===== config.mk =====
export PLATFORM = sky130hd
export DESIGN_NAME = raster_timing_gen
export DESIGN_NICKNAME = d
export VERILOG_FILES = /design/src/rtl/rtg_pkg.sv /design/src/rtl/rtg_axis_seq.sv /design/src/rtl/rtg_out_stage.sv /design/src/rtl/raster_timing_gen.sv
export SDC_FILE = /design/constraint.sdc
export NUM_CORES = 1
export LEC_CHECK = 0
export CAP_MARGIN = 20
export CORE_MARGIN = 3
export CORE_UTILIZATION = 40
export DETAILED_ROUTE_END_ITERATION = 12
export PLACE_DENSITY = 0.72
export SYNTH_ARGS = -nofsm -noshare
export SYNTH_HDL_FRONTEND = slang
export SYNTH_HIERARCHICAL = 1
export SYNTH_SLANG_ARGS = --single-unit

===== constraint.sdc =====
create_clock -name clk_i -period 7.2 [get_ports clk_i]
set_input_delay 2.16 -clock clk_i [delete_from_list [all_inputs] [get_ports clk_i]]
set_output_delay 2.16 -clock clk_i [all_outputs]
set_load 0.03 [all_outputs]

===== src/rtl/rtg_pkg.sv =====
package rtg_pkg;

    parameter int SYNC_W = 8;
    parameter int DLY_W  = 8;
    parameter int GATE_W = 16;
    parameter int TOT_W  = 16;

    localparam int TIM_W    = SYNC_W + DLY_W + GATE_W;
    localparam int LEN_W    = 2 * TOT_W;
    localparam int GATE_LSB = 0;
    localparam int DLY_LSB  = GATE_LSB + GATE_W;
    localparam int SYNC_LSB = DLY_LSB + DLY_W;

    typedef enum logic [1:0] {
        PH_SYNC  = 2'd0,
        PH_DELAY = 2'd1,
        PH_GATE  = 2'd2,
        PH_TAIL  = 2'd3
    } phase_e;

    typedef struct packed {
        logic [SYNC_W-1:0] sync_len;
        logic [DLY_W-1:0]  dly_len;
        logic [GATE_W-1:0] gate_len;
        logic [TOT_W-1:0]  total;
    } axis_cfg_t;

    typedef struct packed {
        phase_e           phase;
        logic [TOT_W-1:0] pcnt;
        logic [TOT_W-1:0] tcnt;
    } axis_st_t;

    typedef struct packed {
        logic hsync;
        logic vsync;
        logic csync;
        logic blank;
    } sync_set_t;

    function automatic axis_cfg_t unpack_cfg(input logic [TIM_W-1:0] word,
                                             input logic [TOT_W-1:0] tot);
        axis_cfg_t c;
        c.sync_len = word[SYNC_LSB +: SYNC_W];
        c.dly_len  = word[DLY_LSB +: DLY_W];
        c.gate_len = word[GATE_LSB +: GATE_W];
        c.total    = tot;
        return c;
    endfunction

endpackage


===== src/rtl/rtg_axis_seq.sv =====
module rtg_axis_seq
    import rtg_pkg::*;
(
    input  logic             clk_i,
    input  logic             rst_ni,
    input  logic             en_i,
    input  logic             step_i,
    input  axis_cfg_t        cfg_i,
    output logic             in_sync_o,
    output logic             in_gate_o,
    output logic [TOT_W-1:0] pos_o,
    output logic [TOT_W-1:0] tcnt_o,
    output logic             wrap_o
);

    axis_st_t st_d, st_q;
    logic     at_total;

    // next-state process
    always_comb begin
        st_d     = st_q;
        at_total = (st_q.tcnt == cfg_i.total);
        if (!en_i) begin
            st_d = '0;
        end else if (step_i) begin
            if (at_total) begin
                st_d = '0;
            end else begin
                st_d.tcnt = st_q.tcnt + TOT_W'(1);
                st_d.pcnt = st_q.pcnt + TOT_W'(1);
                unique case (st_q.phase)
                    PH_SYNC: begin
                        if (st_q.pcnt == TOT_W'(cfg_i.sync_len)) begin
                            st_d.phase = PH_DELAY;
                            st_d.pcnt  = '0;
                        end
                    end
                    PH_DELAY: begin
                        if (st_q.pcnt == TOT_W'(cfg_i.dly_len)) begin
                            st_d.phase = PH_GATE;
                            st_d.pcnt  = '0;
                        end
                    end
                    PH_GATE: begin
                        if (st_q.pcnt == TOT_W'(cfg_i.gate_len)) begin
                            st_d.phase = PH_TAIL;
                            st_d.pcnt  = '0;
                        end
                    end
                    default: begin
                        st_d.pcnt = st_q.pcnt;
                    end
                endcase
            end
        end
    end

    // state register
    always_ff @(posedge clk_i or negedge rst_ni) begin
        if (!rst_ni) begin
            st_q <= '0;
        end else begin
            st_q <= st_d;
        end
    end

    assign in_sync_o = (st_q.phase == PH_SYNC);
    assign in_gate_o = (st_q.phase == PH_GATE);
    assign pos_o     = st_q.pcnt;
    assign tcnt_o    = st_q.tcnt;
    assign wrap_o    = en_i && step_i && at_total;

    AST_WRAP_TO_ZERO: assert property (@(posedge clk_i) disable iff (!rst_ni)
        (en_i && step_i && st_q.tcnt == cfg_i.total) |=> (st_q.tcnt == '0 && st_q.phase == PH_SYNC));

    AST_HOLD_NO_STEP: assert property (@(posedge clk_i) disable iff (!rst_ni)
        (en_i && !step_i) |=> $stable(st_q));

    AST_GATE_NOT_BACK_TO_DELAY: assert property (@(posedge clk_i) disable iff (!rst_ni)
        (en_i && step_i && st_q.phase == PH_GATE && st_q.tcnt != cfg_i.total)
            |=> (st_q.phase == PH_GATE || st_q.phase == PH_TAIL));

endmodule


===== src/rtl/rtg_out_stage.sv =====
module rtg_out_stage
    import rtg_pkg::*;
(
    input  logic             en_i,
    input  logic             h_sync_i,
    input  logic             v_sync_i,
    input  logic             h_gate_i,
    input  logic             v_gate_i,
    input  logic [TOT_W-1:0] h_pos_i,
    input  logic [TOT_W-1:0] v_pos_i,
    input  logic             h_first_i,
    input  logic             v_first_i,
    input  sync_set_t        pol_i,
    output sync_set_t        sync_o,
    output logic [TOT_W-1:0] pix_x_o,
    output logic [TOT_W-1:0] pix_y_o,
    output logic             sof_o
);

    sync_set_t act_d;
    logic      vis_d;

    always_comb begin
        vis_d       = en_i && h_gate_i && v_gate_i;
        act_d.hsync = en_i && h_sync_i;
        act_d.vsync = en_i && v_sync_i;
        act_d.csync = act_d.hsync || act_d.vsync;
        act_d.blank = en_i && !vis_d;
        sync_o      = act_d ^ pol_i;
        pix_x_o     = vis_d ? h_pos_i : '0;
        pix_y_o     = vis_d ? v_pos_i : '0;
        sof_o       = en_i && h_first_i && v_first_i;
    end

    always_comb begin
        AST_CSYNC_WHEN_EITHER: assert (!(en_i && (h_sync_i || v_sync_i)) || act_d.csync);
    end

endmodule


===== src/rtl/raster_timing_gen.sv =====
module raster_timing_gen
    import rtg_pkg::*;
(
    input  logic             clk_i,
    input  logic             rst_ni,
    input  logic             en_i,
    input  logic [TIM_W-1:0] htim_i,
    input  logic [TIM_W-1:0] vtim_i,
    input  logic [LEN_W-1:0] hvlen_i,
    input  logic             pol_hsync_i,
    input  logic             pol_vsync_i,
    input  logic             pol_csync_i,
    input  logic             pol_blank_i,
    output logic             hsync_o,
    output logic             vsync_o,
    output logic             csync_o,
    output logic             blank_o,
    output logic [TOT_W-1:0] pix_x_o,
    output logic [TOT_W-1:0] pix_y_o,
    output logic             sof_o
);

    axis_cfg_t        h_cfg, v_cfg;
    logic             h_sync, v_sync, h_gate, v_gate, h_wrap, v_wrap;
    logic [TOT_W-1:0] h_pos, v_pos, h_tcnt, v_tcnt;
    sync_set_t        pol, sync_out;

    assign h_cfg = unpack_cfg(htim_i, hvlen_i[TOT_W +: TOT_W]);
    assign v_cfg = unpack_cfg(vtim_i, hvlen_i[0 +: TOT_W]);
    assign pol   = '{hsync: pol_hsync_i, vsync: pol_vsync_i,
                     csync: pol_csync_i, blank: pol_blank_i};

    rtg_axis_seq u_hseq (
        .clk_i     (clk_i),
        .rst_ni    (rst_ni),
        .en_i      (en_i),
        .step_i    (1'b1),
        .cfg_i     (h_cfg),
        .in_sync_o (h_sync),
        .in_gate_o (h_gate),
        .pos_o     (h_pos),
        .tcnt_o    (h_tcnt),
        .wrap_o    (h_wrap)
    );

    rtg_axis_seq u_vseq (
        .clk_i     (clk_i),
        .rst_ni    (rst_ni),
        .en_i      (en_i),
        .step_i    (h_wrap),
        .cfg_i     (v_cfg),
        .in_sync_o (v_sync),
        .in_gate_o (v_gate),
        .pos_o     (v_pos),
        .tcnt_o    (v_tcnt),
        .wrap_o    (v_wrap)
    );

    rtg_out_stage u_out (
        .en_i      (en_i),
        .h_sync_i  (h_sync),
        .v_sync_i  (v_sync),
        .h_gate_i  (h_gate),
        .v_gate_i  (v_gate),
        .h_pos_i   (h_pos),
        .v_pos_i   (v_pos),
        .h_first_i (h_tcnt == '0),
        .v_first_i (v_tcnt == '0),
        .pol_i     (pol),
        .sync_o    (sync_out),
        .pix_x_o   (pix_x_o),
        .pix_y_o   (pix_y_o),
        .sof_o     (sof_o)
    );

    assign hsync_o = sync_out.hsync;
    assign vsync_o = sync_out.vsync;
    assign csync_o = sync_out.csync;
    assign blank_o = sync_out.blank;

    AST_IDLE_ZERO: assert property (@(posedge clk_i) disable iff (!rst_ni)
        !en_i |=> (h_tcnt == '0 && v_tcnt == '0));

    AST_FRAME_WRAP_AT_EOL: assert property (@(posedge clk_i) disable iff (!rst_ni)
        v_wrap |-> h_wrap);

    AST_SOF_IN_BLANK: assert property (@(posedge clk_i) disable iff (!rst_ni)
        sof_o |-> (blank_o != pol_blank_i));

    AST_COORD_IN_GATE: assert property (@(posedge clk_i) disable iff (!rst_ni)
        (en_i && blank_o == pol_blank_i) |-> (pix_x_o <= h_cfg.gate_len && pix_y_o <= v_cfg.gate_len));

endmodule


* Yosys cells after proc, flatten, opt, wreduce, memory -nomap -nowiden
Index checks and enable logic that the tools add are counted.
Storage, ports and cells: flip-flop bits (word level) 68, bits of input ports 103, output and inout bits 37, word-level logic and storage cells 66
Cells by class: $add $sub $neg 4, equality and inequality tests 21, multiplexer cells 17, bitwise gates (word level) 1, reduce and logical (&&, ||, !) cells 17
Operator list (count):
- 34-bit 2-to-1 mux | 5
- 18-bit 2-to-1 mux | 6
- 16-bit case mux with 3 select lines | 2
- 16-bit by 1-bit adder with 16-bit output, second input constant | 4
- 16-bit == test | 4
- 16-bit by 8-bit == test with 1-bit output | 4
- 16-bit zero test | 2
- 16-bit 2-to-1 mux | 2
- 4-bit != test, second input constant | 4
- 2-bit case mux with 3 select lines | 2
- 5-bit by 1-bit != test with 1-bit output, second input constant | 2
- 1-bit logical AND | 8
- 4-bit by 2-bit != test with 1-bit output, second input constant | 2
- 5-bit AND reduction | 1
- 2-bit by 1-bit == test with 1-bit output, second input constant | 2
- 2-bit == test, second input constant | 2
- 2-bit zero test | 2
- 4-bit AND reduction | 1
- 4-bit XOR | 1
- 2-bit by 1-bit != test with 1-bit output, second input constant | 1
- 2-bit AND reduction | 1
- 1-bit zero test | 1
- 1-bit logical OR | 1

* Logic depth before layout (Yosys ltp)
depth in word-level cells 6, depth in mapped cells 14, gate-level depth less buffers 11

* Hierarchy
The synthesis kept the hierarchy.
By module, submodules not included:
- rtg_axis_seq at u_hseq | times used 1, cells an instance 331, area an instance 2942.8 µm², seq. area each 850.8 µm²
- rtg_axis_seq at u_vseq | times used 1, cells an instance 330, area an instance 2831.5 µm², seq. area each 850.8 µm²
- rtg_out_stage | times used 1, cells an instance 45, area an instance 316.6 µm², seq. area each 0.0 µm²
- raster_timing_gen | times used 1, cells an instance 11, area an instance 71.3 µm², seq. area each 0.0 µm²

* Least setup slack after synthesis
Ideal clock, no wire load.
kind input-to-output, start input port en_i, end output port blank_o, arrival 2871 ps, required time 5040 ps, slack 2169 ps, stages on the path 2, path buffers 0, path through a21boi_0 xor2_1
Between the ends: cells in the longest elaborated chain, start to end 5
Ends and longest elaborated chain:
- start, declared | line raster_timing_gen.sv:6 | input logic en_i,
- 1-bit logical AND (2 in a row) | line rtg_out_stage.sv:24 | vis_d = en_i && h_gate_i && v_gate_i;
- 1-bit zero test | line rtg_out_stage.sv:28 | act_d.blank = en_i && !vis_d;
- 1-bit logical AND (*) | line rtg_out_stage.sv:28
- 4-bit XOR (*) | line rtg_out_stage.sv:29 | sync_o = act_d ^ pol_i;
- end, declared | line raster_timing_gen.sv:17 | output logic blank_o,
Mark *: on every way between the ends. The rest lies on a longest branch, timed or not.

* Worst setup path after layout
Ends and elaborated chain as after synthesis.

==> summary.txt <==
Placed design
  – Hpwl dp: 11200 um
  – Routability cong.: 0.857
  – Placed insts: ~940
  – PortBufs: 139

Die
  – Die ar.: 16900 um^2
  – I/O Pins: 140
  – Starting Density: 0.416
  – Die height: approximately 130 um
  – Core area: roughly 15000 um^2
  – Die X: 130 um
  – Row cnt: 44

Routing
  – DRT Wirelength: approximately 15000 um
  – Max layer used: met4
  – Post-DRT Antenna Nets: 0
  – Drt wl/cell: 16.2 um
  – 1st-pass router iterations: 6
  – Met2 wire len: roughly 7400 um
  – Met3 wire length: 683 um
  – Initial drt markers: 333
  – DRT met1 WL: 7270 um
  – Routed via count: 5072
  – Avg Vias per Cell: between 5 and 6
  – DRC: 0

Cells and area
  – Number of diodes: 0
  – Finished Layout Cells: between 900 and 1k
  – Share of cells above drive strength 1: 0.0765
  – Fillcell total: 1377
  – Layout Area Growth over Synthesis: 19.1%
  – Final layout net count: approximately 900
  – Multi-input combinational cell area: approximately 3600 um^2
  – FF+latch area: 1700 um^2
  – Most frequent cells in the layout: clkdlybuf4s50_1, xnor2_1, dfrtp_1
  – Leading cell type in the layout, fill and taps excluded: clkdlybuf4s50_1

Global routing
  – Largest net degree at the start of global routing: 69
  – GRT Total Usage: 0.182
  – Gr ovfl total: 0
  – First-pass GRT wire length: 24600 um
  – Initial antenna violation count: 0
  – Vias in the first global route: 4787

CTS
  – TritonCTS Buffers: 9
  – H-tree Lvls: 3
  – Clk sink count: 68
  – CTS clock-pin slew for the worst setup and hold paths: around 0.050 ns
  – Post-CTS setup buffers: 0
  – # hold bufs at CTS: 0
  – CTS Buffer Depth: 2
  – Worst-Skew Late Latency: 0.33 ns
  – CTS tree: yes
  – Clk root buf: clkbuf_16
  – Post-cts resize count: 0

Worst hold path
  – HP Class: register to register

Timing
  – Final setup viols: 0
  – Slew Limit Fails: 0
  – Least-Margin Pin Slew: 1.03 ns
  – Worst rel slew slack: 0.306
  – Worst Skew: 0.00750 ns
  – Setup TNS: 0 ns
  – Hold Fails Final Rpt: 0
  – Fmax: ~160 MHz
  – Min Tclk post-route: 6.19 ns
  – RSZ-0062 raised after global routing: no
  – Final worst path period share: 0.860

Power
  – P per Cell Area: 132 nW/um^2
  – Tot Pwr: slightly below 1 mW
  – VDD IR max: between 0.1 and 0.15 mV
  – P_leak: 2.82 nW

Worst setup path
  – WS Path Type: input port to output port
  – Worst EP required: 5.04 ns
  – Maximum fanout along the worst path: 15
  – CP endpoint kind: output port
  – CP startpoint kind: input port
  – Critical Path AT: ~4.0 ns

Logic synthesis
  – Cells after Synth: 716
  – Yosys warnings: 6
  – Avg Cell Area, Syn: 8.60 um^2
  – Synthesized cell area: approximately 6000 um^2

Flow run
  – Total of max-cap violations: 0

Outcome
  – Status: completed
report_power, final:
part	switching (mW)	leakage (nW)	total (mW)	internal, mW
sequential	0.0101	0.945	0.396	0.386
clock	0.166	0.144	0.425	0.259
combinational	0.0630	1.73	0.150	0.0869
per-layer routing:
metal / vias to the layer above / GRT usage
met2: 132 / 0.298
met3: 8 / 0.0295
li1: 2527 / -
met5: - / 0
met4: 0 / 0.0593
met1: 2405 / 0.246
path summary, 6_finish.rpt:
check                                               from  depth (start not counted)  slack (ns)                            to
max                                                 en_i                          5        1.01                       blank_o
min                          u_vseq/st_q[32]$_DFFE_PN0P_                          2        0.56   u_vseq/st_q[32]$_DFFE_PN0P_
max reg2reg                u_hseq/tcnt_o[13]$_DFFE_PN0P_                         10        3.23   u_vseq/pos_o[0]$_DFFE_PN0P_
min reg2reg                  u_vseq/st_q[32]$_DFFE_PN0P_                          2        0.56   u_vseq/st_q[32]$_DFFE_PN0P_
max in group asynchronous                         rst_ni                          2        4.57  u_hseq/tcnt_o[7]$_DFFE_PN0P_
min in group asynchronous                         rst_ni                          2        2.02   u_vseq/pos_o[8]$_DFFE_PN0P_
critical path, cell delays in order:
cell and delay [ns]:
clkdlybuf4s50_1 0.53, buf_4 0.21, a21boi_0 0.28, xor2_1 0.17, clkdlybuf4s50_1 0.68
sequential cells by signal (all words and copies together), names as in the netlist:
| signal | flops |
|---|---|
| u_hseq/pos_o | 16 |
| u_hseq/st_q | 2 |
| u_hseq/tcnt_o | 16 |
| u_vseq/pos_o | 16 |
| u_vseq/st_q | 2 |
| u_vseq/tcnt_o | 16 |
area by class of cell:
class / count / area share
inverter: 16 / 0.00819
timing repair buffer: 144 / 0.194
sequential: 68 / 0.232
tap: 184 / 0.0314
clock buffer: 12 / 0.0363
clock inverter: 4 / 0.00307
multi-input combinational: 527 / 0.495
metrics by stage:
stage	util	worst slack [ns]	hold WS, ns	cell area [um^2]
after floorplan	-	2.17	0.513	6170
after global placement	0.475	1.03	0.572	7040
after detailed placement	0.476	0.980	0.560	7040
after CTS	0.495	0.975	0.567	7330
after global routing	0.495	0.893	0.605	7330
final	0.495	1.01	0.561	7330
Power figures use the tool's default switching activity.
